==> config.mk <==
export PLATFORM = sky130hd
export DESIGN_NAME = mio_decode_top
export DESIGN_NICKNAME = d
export VERILOG_FILES = /design/src/rtl/mio_pkg.sv /design/src/rtl/mio_mem_decode.sv /design/src/rtl/mio_io_decode.sv /design/src/rtl/mio_resp_reg.sv /design/src/rtl/mio_decode_top.sv
export SDC_FILE = /design/constraint.sdc
export NUM_CORES = 1
export LEC_CHECK = 0
export BUFFER_PORTS_ARGS = -buffer_cell sky130_fd_sc_hd__buf_2
export CELL_PAD_IN_SITES_DETAIL_PLACEMENT = 0
export CELL_PAD_IN_SITES_GLOBAL_PLACEMENT = 1
export CORE_AREA = 2 2 104 81
export CTS_CLUSTER_SIZE = 24
export DETAILED_ROUTE_END_ITERATION = 16
export DIE_AREA = 0 0 106 83
export GPL_ROUTABILITY_DRIVEN = 0
export PLACE_DENSITY = 0.89
export SYNTH_ARGS = -nofsm -noshare
export SYNTH_HDL_FRONTEND = slang
export SYNTH_SLANG_ARGS = --single-unit
==> constraint.sdc <==
create_clock -name clk -period 1 [get_ports clk]
set_input_delay 0.3 -clock clk [delete_from_list [all_inputs] [get_ports clk]]
set_output_delay 0.3 -clock clk [all_outputs]
set_load 0.01 [all_outputs]
==> src/rtl/mio_pkg.sv <==
package mio_pkg;

  typedef logic [31:0] addr_t;

  localparam int unsigned DEV_N    = 8;
  localparam int unsigned SEL_N    = DEV_N + 2;
  localparam int unsigned SEL_RAM  = 0;
  localparam int unsigned SEL_ROM  = 1;
  localparam int unsigned SEL_DEV0 = 2;
  localparam int unsigned DEV_PROM = 1;  // index within the peripheral list

  // peripheral placement inside one IO slice; the select order follows the index
  localparam addr_t DEV_BASE [DEV_N] = '{
    32'h0000_0000, 32'h0000_8000, 32'h0000_A000, 32'h0000_C020,
    32'h0001_0000, 32'h0001_0100, 32'h0001_4000, 32'h0001_E000
  };
  localparam addr_t DEV_SIZE [DEV_N] = '{
    32'd256, 32'd4096, 32'd256, 32'd256,
    32'd256, 32'd256,  32'd256, 32'd256
  };

  // true when base <= a < base + size, evaluated without wrap-around
  function automatic logic window_hit(addr_t a, addr_t base, addr_t size);
    logic [32:0] lim;
    lim = {1'b0, base} + {1'b0, size};
    return ({1'b0, a} >= {1'b0, base}) && ({1'b0, a} < lim);
  endfunction

  // reduce an address to its position inside a power-of-two slice
  function automatic addr_t slice_fold(addr_t a, addr_t base, addr_t slice_bytes);
    addr_t rel;
    rel = a - base;
    return rel & (slice_bytes - 32'd1);
  endfunction

endpackage

==> src/rtl/mio_mem_decode.sv <==
module mio_mem_decode
  import mio_pkg::*;
#(
  parameter addr_t       RAM_BYTES = 32'h0800_0000,
  parameter addr_t       ROM_BASE  = 32'h4080_0000,
  parameter addr_t       ROM_BYTES = 32'h0010_0000,
  parameter int unsigned OFF_W     = 30
) (
  input  addr_t            addr,
  output logic             ram_hit,
  output logic             rom_hit,
  output logic [OFF_W-1:0] ram_off,
  output logic [OFF_W-1:0] rom_off
);

  addr_t rom_rel;

  always_comb begin
    ram_hit = window_hit(addr, 32'h0, RAM_BYTES);
    rom_hit = window_hit(addr, ROM_BASE, ROM_BYTES);
    rom_rel = addr - ROM_BASE;
    ram_off = ram_hit ? addr[OFF_W-1:0] : '0;
    rom_off = rom_hit ? rom_rel[OFF_W-1:0] : '0;
  end

endmodule

==> src/rtl/mio_io_decode.sv <==
module mio_io_decode
  import mio_pkg::*;
#(
  parameter addr_t       IO_BASE     = 32'h5000_0000,
  parameter addr_t       IO_SPAN     = 32'h0400_0000,
  parameter addr_t       SLICE_BYTES = 32'h0004_0000,
  parameter int unsigned OFF_W       = 30
) (
  input  addr_t            addr,
  output logic             io_hit,
  output logic [DEV_N-1:0] dev_hit,
  output logic [OFF_W-1:0] dev_off
);

  addr_t            slice_off;
  logic [OFF_W-1:0] part_off [DEV_N];

  always_comb begin
    io_hit    = window_hit(addr, IO_BASE, IO_SPAN);
    slice_off = slice_fold(addr, IO_BASE, SLICE_BYTES);
  end

  for (genvar g = 0; g < DEV_N; g++) begin : g_dev
    addr_t rel;
    always_comb begin
      dev_hit[g]  = io_hit && window_hit(slice_off, DEV_BASE[g], DEV_SIZE[g]);
      rel         = slice_off - DEV_BASE[g];
      part_off[g] = dev_hit[g] ? rel[OFF_W-1:0] : '0;
    end
  end

  // regions are disjoint, so an OR of the masked offsets acts as the mux
  always_comb begin
    dev_off = '0;
    for (int i = 0; i < DEV_N; i++) dev_off = dev_off | part_off[i];
  end

endmodule

==> src/rtl/mio_resp_reg.sv <==
module mio_resp_reg #(
  parameter int unsigned SEL_W = 10,
  parameter int unsigned OFF_W = 30
) (
  input  logic             clk,
  input  logic             rst_n,
  input  logic             ack_d,
  input  logic [SEL_W-1:0] sel_d,
  input  logic [OFF_W-1:0] off_d,
  input  logic             unm_d,
  input  logic             ro_d,
  output logic             ack_q,
  output logic [SEL_W-1:0] sel_q,
  output logic [OFF_W-1:0] off_q,
  output logic             unm_q,
  output logic             ro_q
);

  always_ff @(posedge clk or negedge rst_n) begin
    if (!rst_n) begin
      ack_q <= 1'b0;
      sel_q <= '0;
      off_q <= '0;
      unm_q <= 1'b0;
      ro_q  <= 1'b0;
    end else begin
      ack_q <= ack_d;
      sel_q <= sel_d;
      off_q <= off_d;
      unm_q <= unm_d;
      ro_q  <= ro_d;
    end
  end

endmodule

==> src/rtl/mio_decode_top.sv <==
module mio_decode_top
  import mio_pkg::*;
#(
  parameter addr_t       RAM_BYTES   = 32'h0800_0000,
  parameter addr_t       ROM_BASE    = 32'h4080_0000,
  parameter addr_t       ROM_BYTES   = 32'h0010_0000,
  parameter addr_t       IO_BASE     = 32'h5000_0000,
  parameter addr_t       IO_SPAN     = 32'h0400_0000,
  parameter addr_t       SLICE_BYTES = 32'h0004_0000,
  parameter int unsigned OFF_W       = 30
) (
  input  logic             clk,
  input  logic             rst_n,
  input  logic             bus_valid,
  input  logic             bus_write,
  input  logic [31:0]      bus_addr,
  output logic             resp_ack,
  output logic [9:0]       resp_sel,
  output logic [29:0]      resp_off,
  output logic             resp_err_unmapped,
  output logic             resp_err_readonly
);

  logic             ram_hit, rom_hit, io_hit;
  logic [OFF_W-1:0] ram_off, rom_off, dev_off;
  logic [DEV_N-1:0] dev_hit;

  // named decode events, also observed by the checker
  logic [SEL_N-1:0] hit_vec;
  logic             any_hit;
  logic             ro_viol;
  logic             unmapped;
  logic [SEL_N-1:0] sel_d;
  logic [OFF_W-1:0] off_mux, off_d;

  mio_mem_decode #(
    .RAM_BYTES(RAM_BYTES), .ROM_BASE(ROM_BASE), .ROM_BYTES(ROM_BYTES), .OFF_W(OFF_W)
  ) mem_i (
    .addr(bus_addr), .ram_hit(ram_hit), .rom_hit(rom_hit),
    .ram_off(ram_off), .rom_off(rom_off)
  );

  mio_io_decode #(
    .IO_BASE(IO_BASE), .IO_SPAN(IO_SPAN), .SLICE_BYTES(SLICE_BYTES), .OFF_W(OFF_W)
  ) io_i (
    .addr(bus_addr), .io_hit(io_hit), .dev_hit(dev_hit), .dev_off(dev_off)
  );

  always_comb begin
    hit_vec  = {dev_hit, rom_hit, ram_hit};
    any_hit  = |hit_vec;
    ro_viol  = bus_valid && bus_write && (rom_hit || dev_hit[DEV_PROM]);
    unmapped = bus_valid && !any_hit;
    sel_d    = (bus_valid && !ro_viol) ? hit_vec : '0;
    if (ram_hit)      off_mux = ram_off;
    else if (rom_hit) off_mux = rom_off;
    else if (io_hit)  off_mux = dev_off;
    else              off_mux = '0;
    off_d    = bus_valid ? off_mux : '0;
  end

  mio_resp_reg #(.SEL_W(SEL_N), .OFF_W(OFF_W)) resp_i (
    .clk(clk), .rst_n(rst_n),
    .ack_d(bus_valid), .sel_d(sel_d), .off_d(off_d),
    .unm_d(unmapped), .ro_d(ro_viol),
    .ack_q(resp_ack), .sel_q(resp_sel), .off_q(resp_off),
    .unm_q(resp_err_unmapped), .ro_q(resp_err_readonly)
  );

endmodule

# Yosys cells after proc, flatten, opt, wreduce, memory -nomap -nowiden
# Index checks and enable logic that the tools add are counted.
dict set report op_classes {
  add_sub_neg 9
  bitwise_logic 7
  n_lt_le_gt_ge 20
  reduce_logical 25
  n_mux 13
}
# cell n
set ops {}
lappend ops {{$mux 30} 11}
lappend ops {{$or 30x30->30} 7}
lappend ops {{$sub 18x17->19 const B} 4}
lappend ops {{$ge 18x17->1 const B} 4}
lappend ops {{$lt 18x17->1 const B} 4}
lappend ops {{$ge 32x31->1 const B} 2}
lappend ops {{$lt 32x31->1 const B} 2}
lappend ops {{$sub 18x16->19 const B} 3}
lappend ops {{$ge 18x16->1 const B} 3}
lappend ops {{$lt 18x16->1 const B} 3}
lappend ops {{$lt 32x28->1 const B} 1}
lappend ops {{$sub 30x24->30 const B} 1}
lappend ops {{$logic_and 1x1->1} 21}
lappend ops {{$lt 18x9->1 const B} 1}
lappend ops {{$mux 18} 1}
lappend ops {{$sub 18x1->18 const B} 1}
lappend ops {{$mux 10} 1}
lappend ops {{$reduce_or 10->1} 1}
lappend ops {{$logic_not 1->1} 2}
lappend ops {{$logic_or 1x1->1} 1}
dict set report totals {
  output_inout_bits 43
  register_bits 43
}

# Longest topological paths before layout
dict set report depth {
  depth_word 16
  ltp_mapped 11
  ltp_nobuf 9
}

# Cells and area by module
# Synthesis repeated with hierarchy kept, for this count alone.
dict set report unflattened {
  hier_cells 535
  area_unflattened_um2 4707.0
}
# mod seq_area_each_um2 cells_per_inst n_inst area_each_um2
set by_module_without_submodules {}
lappend by_module_without_submodules {mio_io_decode 0.0 234 1 1680.4}
lappend by_module_without_submodules {mio_decode_top 0.0 159 1 1261.2}
lappend by_module_without_submodules {mio_resp_reg 1076.0 43 1 1076.0}
lappend by_module_without_submodules {mio_mem_decode 0.0 99 1 689.4}

# Worst setup path after synthesis
# OpenSTA, ideal clock, no wires.
dict set report synth_timing {
  path_type {input to register}
  from {input bus_addr[16]}
  to {register resp_i.off_q[23]}
  t_arrival_ns 2.620
  path_stages 11
  path_slack_ns -1.698
  setup_time_ns 0.078
  path_cell_list {clkbuf_1 inv_1 ha_1 or3b_2 nor4_1 nand2_1 o221ai_2 nor4bb_1 buf_6 mux2_4 a21oi_1}
}
dict set report synth_between {
  elab_chain_cells 16
  word_cells_on_any_way 62
  classes_between {add/sub: 9; order compare: 19; mux: 11; bitwise: 7; reduce/logical: 16}
}
# element line_no
set synth_rtl {}
lappend synth_rtl {{from (decl)} mio_decode_top.sv:16} ;# input logic [31:0] bus_addr,
lappend synth_rtl {{$sub 18x1->18} mio_pkg.sv:32} ;# rel = a - base;
lappend synth_rtl {{$ge 18x16->1 or $lt 18x16->1 (tied branches)} mio_pkg.sv:26} ;# return ({1'b0, a} >= {1'b0, base}) && ({1'b0, a} < lim);
lappend synth_rtl {{$logic_and 1x1->1} mio_pkg.sv:26}
lappend synth_rtl {{$logic_and 1x1->1} mio_io_decode.sv:26} ;# dev_hit[g] = io_hit && window_hit(slice_off, DEV_BASE[g], DEV_SIZE[g]);
lappend synth_rtl {{$mux 30} mio_io_decode.sv:28} ;# part_off[g] = dev_hit[g] ? rel[OFF_W-1:0] : '0;
lappend synth_rtl {{$or 30x30->30 (7 in a row)} mio_io_decode.sv:35} ;# for (int i = 0; i < DEV_N; i++) dev_off = dev_off | part_off[i];
lappend synth_rtl {{$mux 30} mio_decode_top.sv:57} ;# else if (io_hit) off_mux = dev_off;
lappend synth_rtl {{$mux 30} mio_decode_top.sv:56} ;# else if (rom_hit) off_mux = rom_off;
lappend synth_rtl {{$mux 30 *} mio_decode_top.sv:55} ;# if (ram_hit) off_mux = ram_off;
lappend synth_rtl {{$mux 30 *} mio_decode_top.sv:59} ;# off_d = bus_valid ? off_mux : '0;
lappend synth_rtl {{net off_d[23]} mio_decode_top.sv:34} ;# logic [OFF_W-1:0] off_mux, off_d;
lappend synth_rtl {{to (signal assigned)} mio_resp_reg.sv:23} ;# off_q <= '0;
lappend synth_rtl {{to (signal assigned)} mio_resp_reg.sv:29} ;# off_q <= off_d;
lappend synth_rtl {{to (decl)} mio_resp_reg.sv:14} ;# output logic [OFF_W-1:0] off_q,
# The timed path passes the listed nets; every way through them passes the cells marked *.

# Final worst setup path
dict set report layout_timing {
  from {input bus_addr[3]}
  to {register resp_i.off_q[11]}
}
# The elaborated chain is that of the path after synthesis.

==> impl_metrics.env <==
export IMPL_fp_dieH_um=83
export IMPL_firstDrtPassIters=7
export IMPL_holdWs_ns=0.237
export IMPL_finalHoldViolations=0
export IMPL_yosysTopAreaCell="dfrtp_1"
export IMPL_gr_total_overflow=0
export IMPL_preCtsSetupSlack_ns=-1.71
export IMPL_crit_buf_inv=3
export IMPL_synthCells=377
export IMPL_synthFlopType="dfrtp_1"
export IMPL_drtIter0Drc=504
export IMPL_detail_route_wl_per_cell_um=22.4
export IMPL_endpoint="resp_i.off_q[11]"
export IMPL_grt_max_degree=44
export IMPL_nets=689
export IMPL_max_slew_worst_pin_slew_ns=0.570
export IMPL_cts_htree_levels=2
export IMPL_cts_clk_slew_worst_paths_ns=0.09
export IMPL_cts_tree="done"
export IMPL_vias=4639
export IMPL_grt_use_total_pct=31.9
export IMPL_io_buffer_count=78
export IMPL_routed_wl_mm=16.4
export IMPL_ys_seq_area_share_pct=32.1
export IMPL_coreArea_um2=7740
export IMPL_area_delta_synth_final_pct=82.6
export IMPL_powerDensity_nw_per_um2=753
export IMPL_syn_area_um2=3350
export IMPL_crit_chain="buf_6, or4_4, buf_12, o41ai_4, buf_4, a32oi_2, and4b_2, nor2b_4, a211oi_2, o21a_1"
export IMPL_worst_slack_ns=-1.33
export IMPL_timing_fmax_mhz=429
export IMPL_endpoint_kind="flop"
export IMPL_grt_pass1_wl_mm=22.1
export IMPL_synthTopCellsByArea="dfrtp_1, ha_1, a21oi_1"
export IMPL_violations="negative setup slack"
export IMPL_ant_nets=0
export IMPL_initial_utilization_pct=43.3
export IMPL_slowest_delay_ns=0.56
export IMPL_viasPerCell=6.32
export IMPL_avgSynthCellArea_um2=8.88
export IMPL_hp_class="input pin to flop"
export IMPL_fp_row_count=28
export IMPL_drc=0
export IMPL_async_flop_share_pct=100
export IMPL_power_leakage_nw=2.87
export IMPL_drive_gt1_share_pct=61.1
export IMPL_fillers=441
export IMPL_cp_slowest_cell="or4_4"
export IMPL_hpwl_mm=10.1
export IMPL_path_depth=10
export IMPL_worstPathMaxFanout=3
export IMPL_ir_worst_vdd_v=0.000648
export IMPL_ys_types=77
export IMPL_die_area_um2=8800
export IMPL_tns_ns=-53.59
export IMPL_final_setup_viol_count=85
export IMPL_synth_top_cell_area_share_pct=32.1
export IMPL_antenna_found_initial=0
export IMPL_outcome="complete, but fails checks"
export IMPL_clock_path_buffers=2
export IMPL_cts_buffers=5
export IMPL_die_w_um=106
export IMPL_synth_nets=440
export IMPL_cp_start_kind="input pin"
export IMPL_crit_type="input pin to flop"
export IMPL_worstPathArrival_ns=2.58
export IMPL_synth_edf_count=0
export IMPL_startpoint="bus_addr[3]"
export IMPL_cts_root_buf="clkbuf_8"
export IMPL_fin_crit_sh_pct=233
export IMPL_slew_headroom_pct=61.8
export IMPL_rsz0062_at_grt="true"
export IMPL_finalMaxSlewViolations=0
export IMPL_crit_family="simple AND/OR/NAND/NOR gates"
export IMPL_io_pins=79
export IMPL_clock_sinks=43
export IMPL_min_period_ns=2.33
export IMPL_synth_seq_cells=43
export IMPL_yosys_warnings=0
export IMPL_cap_viol_max_count=0
export IMPL_worst_ep_required_time_ns=1.25
export IMPL_grt_pass1_vias=4291
==> state kept, by name, indices dropped and copies added, names as in the netlist <==
register      flops
resp_i.off_q     30
resp_i.sel_q     10
resp_i.unm_q      1
resp_i.ro_q       1
resp_i.ack_q      1
==> timing repair <==
item | 4_1_cts | 5_1_grt
setup buffers | 16 | 19
hold endpoints to repair | 43 | 0
resized for setup | 78 | 58
hold buffers | 1 | 0
pin swaps | 44 | 33
setup endpoints to repair | 84 | 85
==> synth_stat cells, types with 3 or more instances <==
library cell	number
a31oi_1	8
o21ai_0	10
nand2b_1	7
or3_1	5
nor4bb_1	3
and3_1	13
nand3_1	5
o21a_1	4
inv_1	17
buf_2	7
nor2b_1	3
ha_1	27
o211ai_1	4
or2_2	3
nand4_1	6
a211oi_1	6
nor3_1	15
or3b_2	3
and2_1	4
o221ai_1	5
nor3b_1	3
nor2_1	31
clkbuf_1	5
a21oi_1	27
dfrtp_1	43
nor4_1	10
nand2_1	35
xnor2_1	3
o2111a_1	3
==> logic make-up after synthesis <==
| kind of cell | synth area share, % |
|---|---|
| flip-flops | 32.1 |
| XOR/XNOR | 1.05 |
| buffers and inverters | 4.82 |
| AO/OA/AOI/OAI | 21.4 |
| AND/OR/NAND/NOR | 29.8 |
| multiplexers | 0.747 |
| adder cells (fa/ha/maj) | 10.1 |
==> layout by cell type, fill, tap and decap left out, drive strengths merged, types with 8 or more instances in the layout <==
| master | netlist | layout |
|---|---|---|
| inv | 17 | 14 |
| nand2 | 35 | 35 |
| ha | 27 | 27 |
| a31oi | 8 | 8 |
| buf | 10 | 257 |
| nor2 | 32 | 32 |
| nor4 | 10 | 10 |
| dfrtp | 43 | 43 |
| a21oi | 27 | 27 |
| and3 | 15 | 15 |
| nor3 | 16 | 16 |
| o21ai | 12 | 12 |
==> worst min path at each step <==
stage | start | endpoint | slack (ns) | cells past startpoint
after CTS | bus_addr[22] | resp_i.off_q[22] | 0.24 | 3
after detailed placement | rst_n | resp_i.off_q[1] | 0.29 | 2
after global routing | bus_addr[22] | resp_i.off_q[22] | 0.25 | 3
after floorplan | rst_n | resp_i.ack_q | 0.004 | 0
after global placement | rst_n | resp_i.off_q[1] | 0.29 | 2
final | bus_addr[22] | resp_i.off_q[22] | 0.24 | 3
==> routing by layer <==
metal	track usage (%)	share of wire [%]	vias up
met3	4.71	10	138
met1	42.6	38	2181
met5	0	0	-
met2	52.9	45	411
met4	10.8	6.6	0
li1	-	-	1909
==> where the power goes <==
group | internal (W) | total, W | switching, W | leakage (nW)
Combinational | 0.000679 | 0.00143 | 0.000756 | 2.22
Clock | 0.000744 | 0.00140 | 0.000659 | 0.0581
Sequential | 0.00176 | 0.00177 | 0.00000863 | 0.592
==> through the flow <==
stage	power (W)	cell area [um2]	std cells	util (%)
detailed placement	0.00291	5110	692	66.0
global route	0.00479	6110	732	78.9
CTS	0.00438	5670	714	73.3
finish	0.00461	6120	734	79.0
global placement	0.00288	5110	692	66.0
floorplan	0.00225	3510	377	-
==> layout make-up <==
| type | count | area [um2] | area share [%] |
|---|---|---|---|
| diodes | 2 | 5.00 | 0.0818 |
| clock buffers | 5 | 68.8 | 1.12 |
| clock inverters | 3 | 43.8 | 0.716 |
| inverters | 18 | 96.3 | 1.57 |
| multi-input cells | 300 | 2740 | 44.8 |
| flip-flops and latches | 43 | 1080 | 17.6 |
| well taps | 105 | 131 | 2.15 |
| repair buffers | 258 | 1950 | 31.9 |
(Power assumes the default switching activity.)
